File: src/rtl/sclk_pkg.sv
// Shared field layout and helpers for the system clock divider chain.
// Assumes a 32-bit control word; positions are fixed because software decodes them.
package sclk_pkg;
    localparam int WORD_W  = 32;
    localparam int DIV_W   = 5;
    localparam int RAT_W   = 6;
    localparam int CNT_W   = DIV_W + 1;
    localparam int STAGES  = 2;
    localparam int CPU_LSB = 24;
    localparam int CPU_EN  = 30;
    localparam int BUS_LSB = 16;
    localparam int BUS_EN  = 22;
    localparam int PER_LSB = 8;
    localparam int PER_EN  = 14;
    localparam int RAT_LSB = 0;

    localparam logic [WORD_W-1:0] CFG_MASK =
          (WORD_W'(1) << CPU_EN) | (WORD_W'((1 << DIV_W) - 1) << CPU_LSB)
        | (WORD_W'(1) << BUS_EN) | (WORD_W'((1 << DIV_W) - 1) << BUS_LSB)
        | (WORD_W'(1) << PER_EN) | (WORD_W'((1 << DIV_W) - 1) << PER_LSB)
        | (WORD_W'((1 << RAT_W) - 1) << RAT_LSB);

    // Terminal count (divisor minus one) for an enable/field pair.
    function automatic logic [CNT_W-1:0] div_limit(input logic en,
                                                   input logic [DIV_W-1:0] fld);
        return en ? {fld, 1'b1} : '0;
    endfunction
endpackage

File: src/rtl/sclk_cfg_reg.sv
// Control word holder: pending copy, applied copy and busy flag.
// Assumes 'align' marks a cycle where every strobe counter is at terminal count.
module sclk_cfg_reg
    import sclk_pkg::*;
(
    input  logic              clk,
    input  logic              rst_n,
    input  logic              wr_en,
    input  logic [WORD_W-1:0] wr_data,
    input  logic              align,
    output logic [WORD_W-1:0] applied,
    output logic              busy,
    output logic              apply
);
    logic [WORD_W-1:0] pend_q;
    logic [WORD_W-1:0] cur_q;
    logic              busy_q;

    // Apply when a setting waits, nothing new arrives, and all counters wrap.
    assign apply = busy_q & ~wr_en & align;

    // Capture writes as pending; promote pending to applied at alignment.
    always_ff @(posedge clk) begin
        if (!rst_n) begin
            pend_q <= '0;
            cur_q  <= '0;
            busy_q <= 1'b0;
        end else if (wr_en) begin
            pend_q <= wr_data & CFG_MASK;
            busy_q <= 1'b1;
        end else if (apply) begin
            cur_q  <= pend_q;
            busy_q <= 1'b0;
        end
    end

    assign applied = cur_q;
    assign busy    = busy_q;


    wr_sets_busy_chk: assert property (@(posedge clk) disable iff (!rst_n)
        wr_en |=> busy_q);

    hold_until_apply_chk: assert property (@(posedge clk) disable iff (!rst_n)
        !$stable(cur_q) |-> $fell(busy_q));

    reserved_zero_chk: assert property (@(posedge clk) disable iff (!rst_n)
        (cur_q & ~CFG_MASK) == '0);
endmodule

File: src/rtl/sclk_field_decode.sv
// Turns the applied enable/field pairs into counter terminal values.
// Assumes fields arrive already sliced from the applied control word.
module sclk_field_decode
    import sclk_pkg::*;
(
    input  logic             cpu_en,
    input  logic [DIV_W-1:0] cpu_fld,
    input  logic             bus_en,
    input  logic [DIV_W-1:0] bus_fld,
    input  logic [RAT_W-1:0] rat_fld,
    output logic [CNT_W-1:0] cpu_lim,
    output logic [CNT_W-1:0] bus_lim,
    output logic [RAT_W-1:0] rat_lim
);
    // Divisor 1 when disabled, 2*(field+1) when enabled; ratio is field+1.
    always_comb begin
        cpu_lim = div_limit(cpu_en, cpu_fld);
        bus_lim = div_limit(bus_en, bus_fld);
        rat_lim = rat_fld;
    end
endmodule

File: src/rtl/sclk_stage_cnt.sv
// Wrapping counter that emits a strobe on its terminal count.
// Assumes 'lim' only changes together with 'restart'.
module sclk_stage_cnt #(
    parameter int W = 6
) (
    input  logic         clk,
    input  logic         rst_n,
    input  logic         adv,
    input  logic         restart,
    input  logic [W-1:0] lim,
    output logic         stb
);
    logic [W-1:0] cnt_q;
    logic         tc;

    // Terminal count reached in this cycle.
    assign tc  = (cnt_q == lim);
    assign stb = adv & tc;

    // Count advancing cycles, wrap at terminal, restart on apply.
    always_ff @(posedge clk) begin
        if (!rst_n)
            cnt_q <= '0;
        else if (restart)
            cnt_q <= '0;
        else if (adv)
            cnt_q <= tc ? '0 : cnt_q + 1'b1;
    end


    cnt_in_range_chk: assert property (@(posedge clk) disable iff (!rst_n)
        cnt_q <= lim);
endmodule

File: src/rtl/sclk_div_chain.sv
// Top of the divider chain: control word, decode, CPU/bus counters and
// the ratio counter that derives the peripheral strobe from the bus strobe.
// Assumes all consumers run on clk and qualify with their strobe.
module sclk_div_chain
    import sclk_pkg::*;
(
    input  logic              clk,
    input  logic              rst_n,
    input  logic              cfg_wr,
    input  logic [WORD_W-1:0] cfg_wdata,
    output logic [WORD_W-1:0] cfg_rdata,
    output logic              cfg_busy,
    output logic              cpu_ce,
    output logic              bus_ce,
    output logic              per_ce
);
    logic [WORD_W-1:0] cur_cfg;
    logic              apply;
    logic              align;
    logic [CNT_W-1:0]  lim [STAGES];
    logic [STAGES-1:0] stg_stb;
    logic [RAT_W-1:0]  rat_lim;
    logic              rat_stb;

    sclk_cfg_reg u_cfg (
        .clk     (clk),
        .rst_n   (rst_n),
        .wr_en   (cfg_wr),
        .wr_data (cfg_wdata),
        .align   (align),
        .applied (cur_cfg),
        .busy    (cfg_busy),
        .apply   (apply)
    );

    sclk_field_decode u_dec (
        .cpu_en  (cur_cfg[CPU_EN]),
        .cpu_fld (cur_cfg[CPU_LSB +: DIV_W]),
        .bus_en  (cur_cfg[BUS_EN]),
        .bus_fld (cur_cfg[BUS_LSB +: DIV_W]),
        .rat_fld (cur_cfg[RAT_LSB +: RAT_W]),
        .cpu_lim (lim[0]),
        .bus_lim (lim[1]),
        .rat_lim (rat_lim)
    );

    // One free-running divider per root-derived domain (CPU, bus).
    for (genvar g = 0; g < STAGES; g++) begin : g_stage
        sclk_stage_cnt #(.W(CNT_W)) u_cnt (
            .clk     (clk),
            .rst_n   (rst_n),
            .adv     (1'b1),
            .restart (apply),
            .lim     (lim[g]),
            .stb     (stg_stb[g])
        );
    end

    // Peripheral strobe: count bus strobes, so it always lands on one.
    sclk_stage_cnt #(.W(RAT_W)) u_rat (
        .clk     (clk),
        .rst_n   (rst_n),
        .adv     (stg_stb[1]),
        .restart (apply),
        .lim     (rat_lim),
        .stb     (rat_stb)
    );

    // Drive outputs and the alignment point for applying new settings.
    always_comb begin
        cpu_ce    = stg_stb[0];
        bus_ce    = stg_stb[1];
        per_ce    = rat_stb;
        align     = cpu_ce & per_ce;
        cfg_rdata = cur_cfg;
    end


    per_on_bus_chk: assert property (@(posedge clk) disable iff (!rst_n)
        per_ce |-> bus_ce);

    apply_aligned_chk: assert property (@(posedge clk) disable iff (!rst_n)
        $fell(cfg_busy) |-> $past(cpu_ce && per_ce && !cfg_wr));
endmodule

File: config.mk
export PLATFORM = sky130hd
export DESIGN_NAME = sclk_div_chain
export DESIGN_NICKNAME = d
export VERILOG_FILES = /design/src/rtl/sclk_pkg.sv /design/src/rtl/sclk_cfg_reg.sv /design/src/rtl/sclk_field_decode.sv /design/src/rtl/sclk_stage_cnt.sv /design/src/rtl/sclk_div_chain.sv
export SDC_FILE = /design/constraint.sdc
export NUM_CORES = 1
export LEC_CHECK = 0
export BUFFER_PORTS_ARGS = -buffer_cell sky130_fd_sc_hd__buf_2
export CORE_ASPECT_RATIO = 1.1
export CORE_UTILIZATION = 40
export CTS_BUF_LIST = sky130_fd_sc_hd__clkbuf_8 sky130_fd_sc_hd__clkbuf_16
export DETAILED_ROUTE_END_ITERATION = 7
export SETUP_SLACK_MARGIN = 0.3
export SLEW_MARGIN = 20
export SYNTH_ARGS = -nofsm -noshare
export SYNTH_HDL_FRONTEND = slang
export SYNTH_SLANG_ARGS = --single-unit
export TNS_END_PERCENT = 100
File: constraint.sdc
create_clock -name clk -period 3.1 [get_ports clk]
set_input_delay 0 -clock clk [delete_from_list [all_inputs] [get_ports clk]]
set_output_delay 0 -clock clk [all_outputs]
set_load 0.005 [all_outputs]
==> summary.txt <==
Hold Violations, Final: 0
CTS buffer count: 9
CTS Root Cell: clkbuf_8
FF-to-FF path depth: 6
share of the synthesized area in the top cell type: 0.4465
Clock Latency Late Sink: 0.33 ns
Port Buffer Count: 54
# IOs: 71
CTS clock-pin slew for the worst setup and hold paths: 0.07 ns
register area share after synthesis: 0.4465
final-report max-slew violation count: 0
drt initial violations: 112
worst hold path class: input pin to register
syn_area_per_cell: 9.359 sq um
Design Power: 1.779 mW
first drt pass iteration count: 5
diode count: 0
Pwr Density: 480.4 nW/um^2
Reg-to-Reg End: u_cfg.applied[8]$_SDFFE_PN0P_
Warnings, synthesis: 0
HP Start: cfg_wr
final setup vio count: 0
# clock sinks: 67
sequential cell area: 1341 sq um
crit path max fanout: 24
Worst-Margin Slew: 0.8978 ns
Post-CTS Setup Bufs: 0
clock skew: 0.008891 ns
full die area: 7861 sq um
Final #Nets: 433
core area: 7127 sq um
crit path DAT: 2.49 ns
placed cells: 445
DIE WIDTH: 84.63 microns
initial antenna violation count: 0
first-pass GRT wire length: 9977 microns
Syn Std Cell Area: 3004 sq um
fin cells: 484
Hold Path End: u_cfg.busy$_SDFFE_PN0P_
Routed Antenna Nets: 0
worst reg-to-reg setup slack: 0.86 ns
CTS tree: done
CTS H-tree depth: 3
maxcap violations: 0
drt via density: 4.750
Residual DRC: 0
Min-Delay Path Depth: 3
Synth area leaders: dfxtp_1, mux2i_1, nand2_1
Max Root-Sink Buffers: 2
Final min period: 2.238 ns
status: complete, no violations
CP required: 3.35 ns
via count: 2299
HPWL Detailed: 3815 microns
WL per Instance: 12.13 microns
reg-to-reg critical path startpoint: u_cfg.applied[30]$_SDFFE_PN0P_
Seq cells post-synth: 67
Layout area overhead: 23.28%
largest net degree at the start of global routing: 58
share of layout cells above drive strength 1: 0.1880
TNS Setup: 0 ns
grt ovf: 0
Pleak: 1.570 nW
fill count: 662
Initial Utilization: 0.4215
routed wire length: 5871 microns
Yosys cell types: 34
Setup crit end kind: register
CP startpoint kind: register
die height: 92.89 microns
top cell type by total area after synthesis: dfxtp_1
vias in the first global route: 2174
critical path class: register to register
RePlAce Congestion: 0.7458
Worst IR Drop VDD: 0.2805 mV
multi-input logic area: 1524 sq um
cell row count: 32
Max Fclk: 0.4469 GHz
relative slew slack: 0.4015
WHS: 0.3296 ns
Cells after Synth: 321
fin util: 0.5197
RSZ-0062 raised after global routing: false
Total GRT Usage: 0.1607
Final Cycle Share: 0.7218
## synthesized netlist by cell type
master	count
nand4b_1	3
nand2b_1	5
a41oi_1	1
or2_2	1
a222oi_1	1
nor4_1	1
nor2_1	19
nand2_1	56
ha_1	3
o21ai_0	6
clkbuf_1	13
nor2b_1	24
xor2_1	11
nand3b_1	1
xnor2_1	7
a221o_1	1
buf_4	10
a2bb2oi_1	1
and3_1	4
a31o_2	1
a21oi_1	3
nand3_1	9
nor3_1	2
a41o_1	1
dfxtp_1	67
o22ai_1	1
nand4_1	2
a21boi_0	8
conb_1	1
inv_1	5
nand2_2	1
nor4_4	2
mux2i_1	48
buf_6	2
## sequential cells by signal, summed over array words and instances (netlist names)
name,count
g_stage.u_cnt.cnt_q,12
u_cfg.busy,1
u_cfg.pend_q,24
u_cfg.applied,24
u_rat.cnt_q,6
## layout by cell type (no fill, tap or decap), types with 2 or more instances in the layout
master / netlist / layout
ha_1: 3 / 3
nor2b_1: 24 / 24
nand3_1: 9 / 9
xor2_1: 11 / 11
inv_1: 5 / 7
nor4_4: 2 / 2
nor2_1: 19 / 19
nand4b_1: 3 / 3
xnor2_1: 7 / 7
mux2i_1: 48 / 48
buf_2: 0 / 54
nand4_1: 2 / 2
conb_1: 1 / 8
buf_4: 10 / 3
a21oi_1: 3 / 3
clkbuf_8: 0 / 12
nand2_1: 56 / 56
a21boi_0: 8 / 8
nand2b_1: 5 / 5
and3_1: 4 / 4
dfxtp_1: 67 / 67
dlygate4sd3_1: 0 / 24
o21ai_0: 6 / 6
nor3_1: 2 / 2
## kinds of logic (layout without fill, tap and decap cells)
kind of cell             after synthesis  in the layout  share of synthesized area
AND/OR/NAND/NOR                      130            130                     0.2166
adder cells (fa/ha/maj)                3              3                    0.01250
buffers and inverters                 30            101                    0.05498
XOR/XNOR                              18             18                    0.05248
multiplexers                          48             48                     0.1599
flip-flops                            67             67                     0.4465
other                                  1              8                   0.001248
AO/OA/AOI/OAI                         24             24                    0.05581
## metrics by stage
step | setup slack, ns | area, sq um
CTS | 0.8393 | 3704
finish | 0.8623 | 3704
global route | 0.6795 | 3704
global placement | 0.9237 | 3283
floorplan | 1.098 | 3030
detailed placement | 0.8596 | 3283
## area by class of cell
cell class | count | area share
Clock buffer | 12 | 0.04459
Clock inverter | 3 | 0.004054
Inverter | 5 | 0.005068
Multi-Input combinational cell | 231 | 0.4115
Sequential cell | 67 | 0.3622
Tap cell | 85 | 0.02872
Timing Repair Buffer | 81 | 0.1439
## repair_timing
item,CTS,global route
gates resized for setup,0,0
hold buffers,24,0
hold endpoints to repair,24,0
## routing by layer
| layer | up-vias | wire [microns] | share of wire | GRT usage |
|---|---|---|---|---|
| met5 | - | 0 | 0 | 0 |
| met4 | 0 | 138 | 0.024 | 0.08898 |
| met1 | 1048 | 2905 | 0.49 | 0.1986 |
| met2 | 40 | 2599 | 0.44 | 0.2547 |
| met3 | 11 | 227 | 0.039 | 0.04189 |
| li1 | 1200 | - | - | - |
## power breakdown
group / switching, mW / internal [mW] / leakage, nW / total, mW
registers: 0.0209 / 0.891 / 0.545 / 0.912
clock network: 0.310 / 0.346 / 0.0971 / 0.657
logic: 0.106 / 0.105 / 0.928 / 0.211
## critical path: stages, from the launching register on
cell and delay [ns]:
dfxtp_1 0.48, nand4b_1 0.13, a2bb2oi_1 0.14, a221o_1 0.43
nor4_4 0.30, buf_4 0.43, mux2i_1 0.25
## worst max path at each step
stage | startpoint | endpoint | slack, ns | cells after the start
after floorplan | u_cfg.applied[28]$_SDFFE_PN0P_ | u_cfg.applied[10]$_SDFFE_PN0P_ | 1.10 | 6
after global placement | u_cfg.applied[30]$_SDFFE_PN0P_ | u_cfg.applied[28]$_SDFFE_PN0P_ | 0.92 | 6
after detailed placement | u_cfg.applied[30]$_SDFFE_PN0P_ | u_cfg.applied[8]$_SDFFE_PN0P_ | 0.86 | 6
after CTS | u_cfg.applied[30]$_SDFFE_PN0P_ | u_cfg.applied[8]$_SDFFE_PN0P_ | 0.84 | 6
after global routing | u_cfg.applied[30]$_SDFFE_PN0P_ | u_cfg.applied[10]$_SDFFE_PN0P_ | 0.68 | 6
final | u_cfg.applied[30]$_SDFFE_PN0P_ | u_cfg.applied[8]$_SDFFE_PN0P_ | 0.86 | 6
(Power assumes the default switching activity.)
